[src/rtl/ccnt_pkg.sv]
package ccnt_pkg;

  typedef enum logic [1:0] {
    ACC_DENY = 2'd0,
    ACC_RO   = 2'd1,
    ACC_RW   = 2'd2
  } acc_e;

  // Decide how a debug request is serviced from power and lock state.
  function automatic acc_e classify(input logic pwr, input logic dlock,
                                    input logic oslock, input logic ext_ok,
                                    input logic swlock);
    if (!(pwr && !dlock && !oslock && ext_ok)) return ACC_DENY;
    if (swlock) return ACC_RO;
    return ACC_RW;
  endfunction

endpackage

[src/rtl/ccnt_presc.sv]
module ccnt_presc #(
  parameter int PRE_W = 6
) (
  input  logic clk,
  input  logic rst_n,
  input  logic en_i,
  input  logic div_i,
  input  logic clr_i,
  output logic tick_o,
  output logic mode_q_o
);
  logic [PRE_W-1:0] pre_q;
  logic             div_q;
  logic             mode_chg;

  assign mode_chg = div_i ^ div_q;
  assign mode_q_o = div_q;

  always_ff @(posedge clk or negedge rst_n) begin
    if (!rst_n) begin
      pre_q <= '0;
      div_q <= 1'b0;
    end else begin
      div_q <= div_i;
      if (clr_i || mode_chg)   pre_q <= '0;
      else if (en_i && div_i)  pre_q <= pre_q + 1'b1;
    end
  end

  always_comb begin
    tick_o = 1'b0;
    if (en_i && !clr_i && !mode_chg)
      tick_o = div_i ? (&pre_q) : 1'b1;
  end
endmodule

[src/rtl/ccnt_core.sv]
module ccnt_core #(
  parameter int CNT_W  = 64,
  parameter int DATA_W = 32,
  localparam int NWIN  = CNT_W / DATA_W
) (
  input  logic              clk,
  input  logic              rst_n,
  input  logic              tick_i,
  input  logic              clr_i,
  input  logic [NWIN-1:0]   wr_stb_i,
  input  logic [DATA_W-1:0] wdata_i,
  output logic [CNT_W-1:0]  cnt_o,
  output logic              ovf_o
);
  logic [CNT_W-1:0] cnt_q;
  logic [CNT_W-1:0] inc_val;
  logic [CNT_W-1:0] nxt_val;
  logic             wrap;

  assign inc_val = cnt_q + {{(CNT_W-1){1'b0}}, tick_i};
  assign wrap    = tick_i && (&cnt_q);

  for (genvar gi = 0; gi < NWIN; gi++) begin : g_win
    assign nxt_val[gi*DATA_W +: DATA_W] =
      wr_stb_i[gi] ? wdata_i : inc_val[gi*DATA_W +: DATA_W];
  end

  always_ff @(posedge clk or negedge rst_n) begin
    if (!rst_n) begin
      cnt_q <= '0;
      ovf_o <= 1'b0;
    end else begin
      cnt_q <= clr_i ? '0 : nxt_val;
      ovf_o <= !clr_i && wrap && !(|wr_stb_i);
    end
  end

  assign cnt_o = cnt_q;
endmodule

[src/rtl/ccnt_dbg.sv]
module ccnt_dbg
  import ccnt_pkg::*;
#(
  parameter int             CNT_W  = 64,
  parameter int             DATA_W = 32,
  parameter int             ADDR_W = 12,
  parameter logic [ADDR_W-1:0] BASE = 12'h0F8,
  localparam int            NWIN   = CNT_W / DATA_W,
  localparam int            STRIDE = DATA_W / 8
) (
  input  logic              clk,
  input  logic              rst_n,
  input  logic              req_i,
  input  logic              wr_i,
  input  logic [ADDR_W-1:0] addr_i,
  input  logic              pwr_i,
  input  logic              dlock_i,
  input  logic              oslock_i,
  input  logic              ext_i,
  input  logic              swlock_i,
  input  logic [CNT_W-1:0]  cnt_i,
  output logic [NWIN-1:0]   wr_stb_o,
  output logic              rsp_vld_o,
  output logic              rsp_err_o,
  output logic [DATA_W-1:0] rsp_rdata_o
);
  acc_e              acc;
  logic [NWIN-1:0]   hit;
  logic [DATA_W-1:0] rd_mux;

  assign acc = classify(pwr_i, dlock_i, oslock_i, ext_i, swlock_i);

  for (genvar gi = 0; gi < NWIN; gi++) begin : g_dec
    assign hit[gi]      = (addr_i == BASE + ADDR_W'(gi * STRIDE));
    assign wr_stb_o[gi] = req_i && wr_i && (acc == ACC_RW) && hit[gi];
  end

  always_comb begin
    rd_mux = '0;
    for (int i = 0; i < NWIN; i++)
      if (hit[i]) rd_mux = rd_mux | cnt_i[i*DATA_W +: DATA_W];
  end

  always_ff @(posedge clk or negedge rst_n) begin
    if (!rst_n) begin
      rsp_vld_o   <= 1'b0;
      rsp_err_o   <= 1'b0;
      rsp_rdata_o <= '0;
    end else begin
      rsp_vld_o   <= req_i;
      rsp_err_o   <= req_i && (acc == ACC_DENY);
      rsp_rdata_o <= (req_i && !wr_i && (acc != ACC_DENY)) ? rd_mux : '0;
    end
  end
endmodule

[src/rtl/cyc_ctr_top.sv]
module cyc_ctr_top #(
  parameter int CNT_W  = 64,
  parameter int DATA_W = 32,
  parameter int ADDR_W = 12,
  parameter int PRE_W  = 6,
  parameter logic [ADDR_W-1:0] BASE = 12'h0F8
) (
  input  logic              clk,
  input  logic              rst_n,
  input  logic              cnt_en_i,
  input  logic              div64_i,
  input  logic              clr_i,
  input  logic              dbg_req_i,
  input  logic              dbg_wr_i,
  input  logic [ADDR_W-1:0] dbg_addr_i,
  input  logic [DATA_W-1:0] dbg_wdata_i,
  input  logic              core_pwr_i,
  input  logic              dbl_lock_i,
  input  logic              os_lock_i,
  input  logic              ext_allow_i,
  input  logic              sw_lock_i,
  output logic              rsp_vld_o,
  output logic              rsp_err_o,
  output logic [DATA_W-1:0] rsp_rdata_o,
  output logic [CNT_W-1:0]  count_o,
  output logic              ovf_o
);
  localparam int NWIN = CNT_W / DATA_W;

  logic            tick;
  logic            mode_q;
  logic [NWIN-1:0] wr_stb;
  logic            wr_any;

  assign wr_any = |wr_stb;

  ccnt_presc #(.PRE_W(PRE_W)) u_presc (
    .clk(clk), .rst_n(rst_n), .en_i(cnt_en_i), .div_i(div64_i),
    .clr_i(clr_i), .tick_o(tick), .mode_q_o(mode_q)
  );

  ccnt_dbg #(.CNT_W(CNT_W), .DATA_W(DATA_W), .ADDR_W(ADDR_W), .BASE(BASE)) u_dbg (
    .clk(clk), .rst_n(rst_n), .req_i(dbg_req_i), .wr_i(dbg_wr_i),
    .addr_i(dbg_addr_i), .pwr_i(core_pwr_i), .dlock_i(dbl_lock_i),
    .oslock_i(os_lock_i), .ext_i(ext_allow_i), .swlock_i(sw_lock_i),
    .cnt_i(count_o), .wr_stb_o(wr_stb), .rsp_vld_o(rsp_vld_o),
    .rsp_err_o(rsp_err_o), .rsp_rdata_o(rsp_rdata_o)
  );

  ccnt_core #(.CNT_W(CNT_W), .DATA_W(DATA_W)) u_core (
    .clk(clk), .rst_n(rst_n), .tick_i(tick), .clr_i(clr_i),
    .wr_stb_i(wr_stb), .wdata_i(dbg_wdata_i), .cnt_o(count_o), .ovf_o(ovf_o)
  );
endmodule

[config.mk]
export PLATFORM = sky130hd
export DESIGN_NAME = cyc_ctr_top
export DESIGN_NICKNAME = d
export VERILOG_FILES = /design/src/rtl/ccnt_pkg.sv /design/src/rtl/ccnt_presc.sv /design/src/rtl/ccnt_core.sv /design/src/rtl/ccnt_dbg.sv /design/src/rtl/cyc_ctr_top.sv
export SDC_FILE = /design/constraint.sdc
export NUM_CORES = 1
export LEC_CHECK = 0
export ABC_AREA = 0
export BUFFER_PORTS_ARGS = -buffer_cell sky130_fd_sc_hd__buf_2
export CAP_MARGIN = 20
export CORE_UTILIZATION = 57
export DETAILED_ROUTE_END_ITERATION = 7
export HOLD_SLACK_MARGIN = 0.12
export PLACE_DENSITY = 0.93
export SLEW_MARGIN = 30
export SYNTH_ARGS = -nofsm -noshare
export SYNTH_HDL_FRONTEND = slang
export SYNTH_SLANG_ARGS = --single-unit
[constraint.sdc]
create_clock -name clk -period 4.48 [get_ports clk]
set_input_delay 0.896 -clock clk [delete_from_list [all_inputs] [get_ports clk]]
set_output_delay 0.896 -clock clk [all_outputs]
set_load 0.01 [all_outputs]
==> After elaboration in Yosys (flattened, before gate mapping) <==
Cells that the tools add are included.
{ "word_totals": {"ram_bits": 0, "n_memories": 0, "reg_bits": 106, "mem_bits_ro": 0, "word_cells": 59, "latch_bits": 0} }
{ "op_classes": {"shift": 0, "muxes": 16, "n_eq_ne": 3, "reduce_logical": 29, "order_cmp": 0, "n_bitwise": 2, "multipliers": 0, "n_div": 0, "add_sub_neg": 2} }
{ "op_table": {"columns": ["operator", "n"], "rows": [
  ["two-way mux 32 bit", 5],
  ["adder 64 x 1 -> 64 bit", 1],
  ["two-way mux 64 bit", 1],
  ["AND reduction 64 bit", 1],
  ["OR 32 bit", 1],
  ["equality test 12 x 8 -> 1 bit (second input constant)", 2],
  ["logical AND 1 bit", 16],
  ["two-way mux 6 bit", 2],
  ["two-way mux 2 bit", 4],
  ["adder 6 x 1 -> 6 bit (second input constant)", 1],
  ["logical NOT 1 bit", 6],
  ["AND reduction 6 bit", 1],
  ["two-way mux 1 bit", 4],
  ["nonzero test 2 bit", 2],
  ["equality test 2 bit (second input constant)", 1],
  ["logical NOT 2 bit", 1],
  ["OR reduction 2 bit", 1],
  ["logical OR 1 bit", 1],
  ["bitwise XOR 1 bit", 1]
]} }

==> Depth between registers and ports, before layout <==
Gate-level depths: netlist of run 1.
{ "logic_depth": {"word_depth": 14, "mapped_depth": 11, "depth_no_buf": 11} }

==> Cells and area by module <==
From an unflattened synthesis of run 1, not the netlist that was laid out.
{ "hier_totals": {"hier_cells": 665, "area_unflattened_um2": 6404.9} }
{ "modules_own_cells": {"columns": ["module", "area_each_um2", "n_inst", "seq_area_each_um2", "cells_per_inst"], "rows": [
  ["ccnt_core", 4267.8, 1, 1626.6, 502],
  ["ccnt_dbg", 1800.5, 1, 850.8, 128],
  ["ccnt_presc", 336.6, 1, 175.2, 35]
]} }

==> Worst setup path after synthesis of run 1 <==
No wires, ideal clock.
{ "synth_timing": {"path_type": "in2reg", "from": "input div64_i", "to": "register u_core.cnt_q[41] (netlist: u_core.cnt_o[41])", "required_ns": 4.359, "setup_time_ns": 0.121, "t_arrival_ns": 3.283, "path_stages": 11, "path_slack_ns": 1.076, "n_path_buf": 0, "path_cell_list": "or2_2 -> a21o_1 -> inv_1 -> and3_1 -> ha_1 -> inv_1 -> nor4_4 -> nor4b_4 -> or4b_1 -> xnor2_1 -> a22o_2"} }
{ "synth_via": {"elab_chain_cells": 7, "elab_cells_between_ends": 8} }
{ "synth_rtl": {"columns": ["element", "line", "text"], "rows": [
  ["start, declared", "cyc_ctr_top.sv:11", "input logic div64_i,"],
  ["bitwise XOR 1 bit", "ccnt_presc.sv:16", "assign mode_chg = div_i ^ div_q;"],
  ["logical NOT 1 bit", "ccnt_presc.sv:32", "if (en_i && !clr_i && !mode_chg)"],
  ["logical AND 1 bit", "ccnt_presc.sv:32", null],
  ["two-way mux 1 bit *", "ccnt_presc.sv:32", null],
  ["adder 64 x 1 -> 64 bit *", "ccnt_core.sv:20", "assign inc_val = cnt_q + {{(CNT_W-1){1'b0}}, tick_i};"],
  ["two-way mux 32 bit *", "ccnt_core.sv:25", "wr_stb_i[gi] ? wdata_i : inc_val[gi*DATA_W +: DATA_W];"],
  ["two-way mux 64 bit *", "ccnt_core.sv:33", "cnt_q <= clr_i ? '0 : nxt_val;"],
  ["end signal, assigned", "ccnt_core.sv:33", null],
  ["end, declared", "ccnt_core.sv:15", "logic [CNT_W-1:0] cnt_q;"]
]} }
Every way passes the cells marked *; elsewhere a longest branch is shown, timed or not.
A chain may end at the register's enable or synchronous reset.

==> Final worst setup path of run 1 <==
Same ends and word-level chain as after synthesis.

==> out/metrics.csv, run 1 <==
stage;metric;value;unit
outcome;status;finished, final reports clean;
sta;grt_setup_unrepaired;false;
logic_synthesis;syn_nets;640;
finish;drive_above_1_share;26.4;%
critical_path;cp_common_cell;inv_1;
critical_path;crit_required;4.76;ns
global_routing;grt_pass1_vias;5185;
place;hpwl;12600;microns
logic_synthesis;postSynthCellCount;581;
critical_path;start_kind;primary input;
global_routing;grt_use_total;35.0;%
sta;fin_skew;0.0113;ns
sta;fin_crit_sh;76.7;%
floorplanning;fp.dieArea;10400;sq um
logic_synthesis;synth_top_family_by_area;simple AND/OR/NAND/NOR gates;
sta;timing.fmax;291;MHz
critical_path;path_class;in2reg;
logic_synthesis;synth_cell_types;41;
clock_network;cts_hold_buf;0;
sta;worstMarginPinSlew;0.684;ns
critical_path;worstPathMaxFanout;7;
routing;drt_iter0_drc;361;
sta;hold_slack;0.457;ns
place;finalWeightedCongestion;0.919;
floorplanning;rows;36;
critical_path;path_buf_inv;3;
pwr;ir_drop;0.133;mV
global_routing;antenna_found_initial;0;
pwr;finalPower;1.68;mW
floorplanning;pin_count;155;
sta;slew_headroom;54.4;%
floorplanning;dieWidth;102;microns
place;placed_cells;849;
sta;timing.setup.tns;0;ns
global_routing;grt_max_degree;60;
critical_path;cp-end-kind;register;
finish;flow.area_growth_from_synthesis;19.3;%
routing;antenna_left;0;
finish;num_antenna_cells;0;
clock_network;cts_tree;done;
logic_synthesis;synth_edf_count;0;
routing;detail_route.wl_per_cell;20.0;microns
logic_synthesis;yosysWarnings;0;
floorplanning;fp.coreArea;9730;sq um
logic_synthesis;synthAdderAreaFrac;0.658;%
logic_synthesis;synth_compound_area_share;9.57;%
global_routing;grt_overflow_total;0;
place;io_buffers;154;
routing;drtPass1Iterations;5;
critical_path;critPathMaxStageDelay;0.48;ns
clock_network;numCtsBuffers;9;
sta;setup_viol;0;
logic_synthesis;syn_area;5700;sq um
logic_synthesis;synth_seq_cells;106;
sta;drv_slew;0;
clock_network;post-cts-setup-buffers;0;
clock_network;clk_pin_slew_worst_paths;0.10;ns
routing;vias_per_cell;6.17;
sta;fin_crit;3.44;ns
routing;drc;0;
hold_path;hp-class;in2async;
logic_synthesis;ys_async_sr_fraction;100;%
floorplanning;start_util;58.6;%
place;place_ws;0.671;ns
logic_synthesis;synthXorXnorAreaFrac;9.98;%
critical_path;crit_family;simple AND/OR/NAND/NOR gates;
logic_synthesis;synth.avg_cell_area;9.81;sq um
routing;wl;17300;microns
pwr;power_density;247;nW/um^2
critical_path;critical_path.cell_chain;buf_2 > or2_2 > a21o_1 > inv_1 > and3_1 > ha_1 > inv_1 > nor4_4 > nor4b_4 > or4b_1 > xnor2_1 > a22o_2;
clock_network;cts_resized;0;
logic_synthesis;ys_seq_area_share;46.5;%
finish;final_cell_count_no_fill;865;
sta;setup_ws;1.04;ns
global_routing;grt_pass1_wl;27300;microns
clock_network;root_buffer;clkbuf_8;
pwr;p_leak;3.36;nW
job;maxCapViolCount;0;
logic_synthesis;synth.mux.area_fraction;5.79;%
logic_synthesis;ys.flop_type;dfrtp_1;
floorplanning;fp.dieH;102;microns
clock_network;cts_sinks;106;
clock_network;cts_buffer_depth;2;
clock_network;clock_latency;0.38;ns
sta;hold_viol;0;
finish;num-nets-final;786;
critical_path;worstPathArrival;3.72;ns
routing;via_count;5341;
clock_network;cts_htree_levels;3;
critical_path;cp_slowest_cell;nor4_4;
logic_synthesis;synth-simple-area-share;24.7;%
## state kept, by name, indices dropped and copies added (netlist names)
register           count
u_core.ovf_o           1
u_dbg.rsp_err_o        1
u_dbg.rsp_rdata_o     32
u_presc.mode_q_o       1
u_dbg.rsp_vld_o        1
u_core.cnt_o          64
u_presc.pre_q          6
## power breakdown
part	internal (mW)	total [mW]	switching (mW)
clock	0.290	0.626	0.336
combinational	0.0327	0.0937	0.0610
sequential	0.958	0.960	0.00155
## synth_stat cells (all sizes together), types with 6 or more instances
library cell | count | area (sq um)
xor2 | 39 | 342
a22o | 26 | 229
inv | 11 | 41.3
a211oi | 34 | 255
clkbuf | 24 | 90.1
nor2 | 95 | 357
nand2 | 32 | 120
nand4 | 23 | 159
mux2i | 33 | 330
a21oi | 6 | 30.0
dfrtp | 106 | 2650
and4 | 7 | 61.3
nor3 | 22 | 110
and3 | 9 | 56.3
xnor2 | 26 | 228
nand3 | 32 | 165
nor4 | 20 | 170
## cell type report
cell class                 count  area [sq um]
fill                         781          2930
multi-input combinational    436          2900
sequential                   106          2650
timing repair buffer         163           841
tap                          133           166
clock buffer                  12           155
clock inverter                 4          48.8
inverter                      11          41.3
## final timing paths
kind / from / endpoint / slack, ns / cells after the start
worst max register to register: u_presc.mode_q_o / u_core.cnt_o[41] / 1.27 / 11
max in group asynchronous: rst_n / u_core.cnt_o[29] / 3.17 / 2
worst max-delay path: div64_i / u_core.cnt_o[41] / 1.04 / 12
min in group clk: u_core.cnt_o[62] / u_dbg.rsp_rdata_o[30] / 0.57 / 2
worst min-delay path: rst_n / u_core.cnt_o[13] / 0.46 / 1
worst min register to register: u_core.cnt_o[62] / u_dbg.rsp_rdata_o[30] / 0.57 / 2
## per-stage QoR
stage               instance area [sq um]  util (%)
floorplan                            5700         -
global placement                     6590      67.8
detailed placement                   6600      67.8
CTS                                  6800      69.9
global route                         6800      69.9
finish                               6800      69.9
## kinds of logic (layout without fill, tap and decap cells)
group | Yosys count | count (layout)
compound gates | 71 | 71
xor+xnor | 65 | 65
fa+ha+maj | 3 | 3
buf+inv | 39 | 190
flops | 106 | 106
mux | 33 | 33
simple gates | 264 | 264
## cells in the final DEF (no fill, tap or decap), drive strengths merged, types with 4 or more instances in the layout
| cell | Yosys | layout |
|---|---|---|
| a21oi | 6 | 6 |
| xor2 | 39 | 39 |
| a211oi | 34 | 34 |
| nor4b | 4 | 4 |
| dfrtp | 106 | 106 |
| a22o | 26 | 26 |
| and3 | 9 | 9 |
| or3 | 4 | 4 |
| mux2i | 33 | 33 |
| nand3 | 32 | 32 |
| nand4 | 23 | 23 |
| xnor2 | 26 | 26 |
| nor2 | 95 | 95 |
| nor4 | 20 | 20 |
| clkbuf | 24 | 12 |
| and4 | 7 | 7 |
| nor3 | 22 | 22 |
| inv | 11 | 12 |
| nand2 | 32 | 32 |
| buf | 4 | 163 |
## metal layers
metal	up-vias	wire [microns]	GRT usage (%)	part of all wire (%)
li1	2398	-	-	-
met1	2606	7070	46.6	41
met2	295	8440	57.2	49
met3	42	1280	4.65	7.4
met4	0	539	16.5	3.1
met5	-	0	0	0
No activity file was read; power rests on OpenSTA's default activity.
==> inputs of run 2 (changes only) <==
--- a/config.mk
+++ b/config.mk
@@ -8,10 +8,10 @@
 export ABC_AREA = 0
 export BUFFER_PORTS_ARGS = -buffer_cell sky130_fd_sc_hd__buf_2
 export CAP_MARGIN = 20
-export CORE_UTILIZATION = 57
+export CORE_UTILIZATION = 48
 export DETAILED_ROUTE_END_ITERATION = 7
 export HOLD_SLACK_MARGIN = 0.12
-export PLACE_DENSITY = 0.93
+export PLACE_DENSITY = 0.84
 export SLEW_MARGIN = 30
 export SYNTH_ARGS = -nofsm -noshare
 export SYNTH_HDL_FRONTEND = slang
==> constraint.sdc (replaced) <==
create_clock -name clk -period 2.9 [get_ports clk]
set_input_delay 0.58 -clock clk [delete_from_list [all_inputs] [get_ports clk]]
set_output_delay 0.58 -clock clk [all_outputs]
set_load 0.01 [all_outputs]
==> out/metrics.csv, run 2 (synthesized netlist as in run 1, its figures left out) <==
stage;metric;value;unit;change
sta;fin_crit;2.75;ns;
routing;via_count;5410;;+1.3%
global_routing;grt_pass1_vias;5454;;+5.2%
finish;largest_reg_flops;64;;unchanged
floorplanning;start_util;49.5;%;-9.1 points
sta;hold_viol;0;;unchanged
finish;flow.area_growth_from_synthesis;26.9;%;
critical_path;start_kind;register;;
critical_path;critical_path.cell_chain;or2_4 > a21o_1 > inv_1 > and3_4 > ha_1 > inv_1 > nor4_4 > nor4b_4 > or4b_1 > xnor2_1 > a22o_2;;
global_routing;grtUsageMet3;6.12;%;+1.5 points
finish;num-nets-final;816;;+3.8%
clock_network;cts_tree;done;;
sta;hold_slack;0.220;ns;-0.237 ns
critical_path;crit_family;simple AND/OR/NAND/NOR gates;;
sta;grt_setup_unrepaired;true;;
place;place_ws;-0.133;ns;-0.804 ns
sta;timing.fmax;363;MHz;
job;maxCapViolCount;0;;unchanged
finish;num_antenna_cells;0;;unchanged
global_routing;grt-busiest-layer;met2;;
outcome;status;complete, but fails checks;;
sta;drv_slew;0;;unchanged
hold_path;hp-class;in2async;;
place;hpwl;12900;microns;+2.4%
routing;detail_route.wl_per_cell;20.0;microns;-0.37%
critical_path;path_buf_inv;2;;-1
clock_network;root_buffer;clkbuf_16;;
global_routing;grt_pass1_wl;29200;microns;+6.8%
sta;fin_skew;0.0108;ns;-0.000510 ns
finish;drive_above_1_share;30.1;%;+3.7 points
pwr;switching_power;0.684;mW;+71%
clock_network;cts_buffer_depth;2;;unchanged
pwr;switching_share;22.1;%;-1.6 points
finish;final_cell_mix;buf_2, dfrtp_1, nor2_1, xor2_1, buf_4;;
pwr;p_clk_share;47.1;%;+9.8 points
floorplanning;fp.dieH;111;microns;+8.8%
floorplanning;pin_count;155;;unchanged
place;finalWeightedCongestion;0.974;;+6.0%
sta;fin_crit_sh;95.0;%;
routing;drt_iter0_drc;389;;+7.8%
place;io_buffers;154;;unchanged
routing;antenna_left;0;;unchanged
global_routing;grt_util_met1;40.5;%;-6.0 points
clock_network;cts_sinks;106;;unchanged
global_routing;grt_overflow_total;0;;unchanged
sta;worstMarginPinSlew;0.711;ns;+0.0271 ns
routing;drtPass1Iterations;7;;+2
sta;setup_viol;0;;unchanged
pwr;internal-power;2.40;mW;+88%
critical_path;cp_common_cell;inv_1;;
critical_path;worstPathArrival;3.01;ns;-0.71 ns
critical_path;crit_required;3.15;ns;-1.61 ns
clock_network;cts_htree_levels;3;;unchanged
pwr;ir_drop;0.292;mV;+120%
clock_network;numCtsBuffers;9;;unchanged
critical_path;critPathMaxStageDelay;0.48;ns;about the same
sta;setup_ws;0.146;ns;-0.896 ns
clock_network;clk_pin_slew_worst_paths;0.08;ns;-0.02 ns
routing;vias_per_cell;5.98;;-3.2%
finish;layout_commonest_cell;buf_2;;
floorplanning;rows;39;;+8.3%
global_routing;gr-usage-met2;50.0;%;-7.1 points
finish;final_util;62.9;%;-7.1 points
sta;slew_headroom;52.6;%;-1.8 points
critical_path;cp_slowest_cell;or4b_1;;
sta;timing.setup.tns;0;ns;unchanged
critical_path;crit_start;u_presc.mode_q_o;;
critical_path;cp-end-kind;register;;
critical_path;worstPathMaxFanout;3;;-4
outcome;failed_checks;design-rule violations;;
pwr;pwr-share-comb;4.9;%;-0.7 points
global_routing;grt_max_degree;63;;+5.0%
clock_network;clock_latency;0.37;ns;about the same
floorplanning;dieWidth;111;microns;+8.8%
routing;drc;20;;+20
finish;final_cell_count_no_fill;905;;+4.6%
routing;wl;18100;microns;+4.2%
global_routing;grt_use_total;30.8;%;-4.3 points
floorplanning;fp.coreArea;11500;sq um;+18%
critical_path;path_class;reg2reg;;
place;placed_cells;889;;+4.7%
critical_path;reg2reg_from;u_presc.mode_q_o;;
pwr;seqPwrFrac;48.0;%;-9.1 points
floorplanning;fp.dieArea;12300;sq um;+18%
global_routing;antenna_found_initial;0;;unchanged
pwr;power_density;427;nW/um^2;+73%
pwr;p_leak;3.57;nW;+6.2%
run 2: cell count changes in the layout (fill, tap and decap cells not counted), sizes merged:
| cell | previous run | this run |
|---|---|---|
| clkinvlp | 0 | 2 |
| clkinv | 2 | 1 |
| clkbuf | 12 | 10 |
| buf | 163 | 193 |
| bufinv | 1 | 3 |
| inv | 12 | 11 |
run 2: worst paths after layout:
kind	endpoint	cells past startpoint	slack, ns
worst max-delay path	u_core.cnt_o[41]	11	0.15
worst min-delay path	u_core.cnt_o[24]	1	0.22
worst max register to register	u_core.cnt_o[41]	11	0.15
worst min register to register	u_dbg.rsp_rdata_o[30]	2	0.56
max in group asynchronous	u_dbg.rsp_vld_o	2	1.93
min in group clk	u_dbg.rsp_vld_o	1	0.37
run 2: worst register-to-register path, delay by kind of cell, from the launching register on:
family	cells	cell delay (ns)
simple gates	5	1.41
flops	1	0.39
compound gates	2	0.38
fa+ha+maj	1	0.18
buf+inv	2	0.16
xor+xnor	1	0.14
run 2: area by class of cell:
class / instances / area, sq um
clock buffers: 10 / 239
clock inverters: 6 / 114
fillers: 978 / 4280
inverters: 11 / 41.3
multi-input cells: 436 / 2930
flip-flops and latches: 106 / 2650
well taps: 143 / 179
repair buffers: 193 / 1080
run 2: timing repair:
item / CTS / global route
setup buffers: 0 / 0
setup endpoints to repair: 0 / 6
gates resized for setup: 0 / 2
hold buffers: 0 / 0
run 2: per-stage QoR:
step,instance area (sq um),power (mW)
CTS,7230,3.09
floorplan,5730,1.56
global placement,6880,1.66
detailed placement,6880,1.66
finish,7240,3.09
global route,7240,3.17
run 2: power groups by stage:
stage | logic, mW | clock network [mW] | registers [mW]
after global placement | 0.148 | 0 | 1.51
after floorplan | 0.0473 | 0 | 1.51
after global routing | 0.168 | 1.52 | 1.48
final | 0.152 | 1.45 | 1.48
after detailed placement | 0.152 | 0 | 1.51
after CTS | 0.153 | 1.45 | 1.48
run 2: layer usage:
layer | share of wire [%] | vias up | wire length (microns)
li1 | - | 2448 | -
met3 | 7.2 | 32 | 1310
met1 | 43 | 2673 | 7790
met2 | 47 | 257 | 8480
met4 | 2.7 | 0 | 490
met5 | 0 | - | 0
==> inputs of run 3 (changes only) <==
--- a/config.mk
+++ b/config.mk
@@ -5,10 +5,10 @@
 export SDC_FILE = /design/constraint.sdc
 export NUM_CORES = 1
 export LEC_CHECK = 0
-export ABC_AREA = 0
+export ABC_AREA = 1
 export BUFFER_PORTS_ARGS = -buffer_cell sky130_fd_sc_hd__buf_2
 export CAP_MARGIN = 20
-export CORE_UTILIZATION = 48
+export CORE_UTILIZATION = 49
 export DETAILED_ROUTE_END_ITERATION = 7
 export HOLD_SLACK_MARGIN = 0.12
 export PLACE_DENSITY = 0.84
==> out/metrics.csv, run 3 <==
stage;metric;value;unit;change
routing;drtPass1Iterations;5;;-2
clock_network;post-cts-setup-buffers;0;;unchanged
finish;multi_input_area;3420;sq um;+17%
pwr;p_leak;4.06;nW;+14%
routing;drc;0;;-100%
critical_path;r2r-end;u_core.cnt_o[38];;
job;maxCapViolCount;0;;unchanged
pwr;p_clk_share;46.9;%;-0.2 points
logic_synthesis;synth_cell_types;28;;-32%
routing;drt_iter0_drc;703;;+81%
global_routing;grt_pass1_wl;35200;microns;+21%
critical_path;worstPathMaxFanout;6;;+3
finish;largest_reg_flops;64;;unchanged
sta;hold_viol;0;;unchanged
critical_path;reg2reg_depth;17;;+6
routing;antenna_left;0;;unchanged
clock_network;cts_hold_buf;0;;unchanged
routing;via_count;7044;;+30%
critical_path;path_class;reg2reg;;
finish;final_util;60.1;%;-2.7 points
clock_network;cts_sinks;106;;unchanged
critical_path;reg2reg_from;u_presc.pre_q[0];;
finish;flow.area_growth_from_synthesis;20.3;%;
logic_synthesis;synth.avg_cell_area;6.60;sq um;-33%
floorplanning;fp.coreArea;13200;sq um;+15%
clock_network;clock_latency;0.36;ns;about the same
global_routing;grt_use_total;32.8;%;+2.1 points
pwr;power_density;386;nW/um^2;-9.6%
global_routing;antenna_found_initial;0;;unchanged
logic_synthesis;syn_nets;1057;;+65%
critical_path;start_kind;register;;
pwr;seqPwrFrac;48.5;%;+0.5 points
sta;timing.setup.tns;0;ns;unchanged
place;finalWeightedCongestion;1.08;;+11%
sta;fin_crit;2.63;ns;-0.126 ns
logic_synthesis;yosysWarnings;0;;unchanged
clock_network;cts_resized;0;;unchanged
place;hpwl;16800;microns;+30%
finish;drive_above_1_share;17.8;%;-12 points
logic_synthesis;ys_async_sr_fraction;100;%;unchanged
critical_path;reg2reg_slack;0.27;ns;+0.13 ns
clock_network;numCtsBuffers;9;;unchanged
finish;register_area;2650;sq um;unchanged
floorplanning;fp.dieArea;13900;sq um;+13%
floorplanning;dieWidth;118;microns;+6.3%
logic_synthesis;yosys-top-cells-area;dfrtp_1, nand2_1, nor2_1, inv_1, a21oi_1;;
sta;setup_viol;0;;unchanged
logic_synthesis;ys_seq_area_share;40.2;%;-6.3 points
finish;num-nets-final;1205;;+48%
clock_network;cts_htree_levels;3;;unchanged
routing;wl;21800;microns;+21%
clock_network;cts_buffer_depth;2;;unchanged
logic_synthesis;yosys.area.top_type;dfrtp_1;;
critical_path;crit_required;3.16;ns;about the same
pwr;internal-power;2.38;mW;-0.95%
global_routing;grt_pass1_vias;6639;;+22%
outcome;status;finished, final reports clean;;
global_routing;grt_overflow_total;0;;unchanged
hold_path;hp-class;in2async;;
finish;final_cell_mix;nand2_1, nor2_1, buf_2, dfrtp_1, inv_1;;
routing;vias_per_cell;5.31;;-11%
logic_synthesis;postSynthCellCount;998;;+72%
floorplanning;pin_count;155;;unchanged
pwr;switching_power;0.676;mW;-1.1%
logic_synthesis;ys.flop_type;dfrtp_1;;
clock_network;cts_tree;done;;
clock_network;clk_pin_slew_worst_paths;0.08;ns;about the same
sta;fin_skew;0.0107;ns;-0.0000836 ns
logic_synthesis;synth_edf_count;0;;unchanged
global_routing;grt_max_degree;62;;-1.6%
place;io_buffers;154;;unchanged
critical_path;worstPathArrival;2.89;ns;-0.12 ns
logic_synthesis;synth.most_common_cell;nand2_1;;
floorplanning;rows;42;;+7.7%
sta;slew_headroom;49.8;%;-2.7 points
logic_synthesis;syn_area;6590;sq um;+16%
pwr;finalPower;3.06;mW;-0.98%
routing;detail_route.wl_per_cell;16.5;microns;-18%
floorplanning;fp.dieH;118;microns;+6.3%
sta;drv_slew;0;;unchanged
logic_synthesis;synth_commonest_cells;nand2_1, nor2_1, dfrtp_1, inv_1, a21oi_1;;
pwr;switching_share;22.1;%;-0.023 points
logic_synthesis;synth_seq_cells;106;;unchanged
sta;worstMarginPinSlew;0.750;ns;+0.0390 ns
sta;fin_crit_sh;90.6;%;-4.3 points
logic_synthesis;synth.top_cell.area_share;40.2;%;-6.3 points
clock_network;root_buffer;clkbuf_16;;
finish;n_fill_cell;1290;;+32%
floorplanning;start_util;50.0;%;+0.46 points
pwr;ir_drop;0.223;mV;-24%
pwr;pwr-share-comb;4.6;%;-0.3 points
finish;layout_commonest_cell;nand2_1;;
sta;timing.fmax;380;MHz;+4.8%
critical_path;cp-end-kind;register;;
finish;num_antenna_cells;0;;unchanged
sta;grt_setup_unrepaired;false;;
-- run 3: power by group through the flow --
stage                     logic (mW)  clock network [mW]  registers, mW
after global placement         0.139                   0           1.51
final                          0.140                1.44           1.48
after floorplan               0.0445                   0           1.51
after CTS                      0.142                1.45           1.48
after detailed placement       0.142                   0           1.51
after global routing           0.159                1.50           1.48
-- run 3: cells by family after synthesis --
family          Yosys count  synth area share (%)
simple gates            597                  37.7
compound gates          127                  9.66
buf+inv                 135                  7.86
flops                   106                  40.2
fa+ha+maj                 3                 0.570
xor+xnor                 30                  3.99
-- run 3: per-stage QoR --
| step | cells | hold WS [ns] | setup WS (ns) | cell area, sq um |
|---|---|---|---|---|
| 2_1_floorplan | 998 | 0.284 | 0.487 | 6590 |
| 3_3_place_gp | 1311 | 0.516 | 0.367 | 7580 |
| 3_5_place_dp | 1311 | 0.528 | 0.275 | 7580 |
| 4_1_cts | 1327 | 0.233 | 0.277 | 7930 |
| 5_1_grt | 1327 | 0.261 | 0.00568 | 7930 |
| 6_report | 1327 | 0.205 | 0.271 | 7930 |
-- run 3: worst max path at each step --
stage	startpoint	endpoint	cells after the start
after global placement	div64_i	u_core.cnt_o[50]	15
after detailed placement	div64_i	u_core.cnt_o[62]	15
after floorplan	clr_i	u_core.cnt_o[55]	14
after CTS	u_presc.pre_q[0]	u_core.cnt_o[38]	17
final	u_presc.pre_q[0]	u_core.cnt_o[38]	17
after global routing	u_presc.pre_q[0]	u_core.cnt_o[62]	17
-- run 3: cell type report --
type                            count  area share [%]
Clock buffer                        9            2.84
Clock inverter                      7            1.58
Inverter                          107            5.07
Multi-Input combinational cell    757            43.2
Sequential cell                   106            33.5
Tap cell                          176            2.78
Timing Repair Buffer              165            11.1
-- run 3: per-layer routing --
metal	wire, microns	share of wire, %	vias to the layer above	GRT usage (%)
met5	0	0	-	0
met4	533	2.4	0	12.1
met3	1400	6.4	36	3.63
met2	10300	47	289	53.7
met1	9650	44	3322	44.9
li1	-	-	3397	-
-- run 3: worst max-delay path, stage by stage, from the launching register on --
cell	delay, ns
dfrtp_1	0.39
ha_1	0.18
inv_1	0.05
nor3_1	0.20
nand3_1	0.10
nand2_1	0.07
nand3_1	0.06
inv_1	0.11
ha_1	0.17
nand2_2	0.11
nor2_8	0.20
nand2_2	0.09
nor2_4	0.27
nand2_2	0.15
o21ai_1	0.14
nand3_1	0.09
nand2_1	0.10
inv_1	0.04
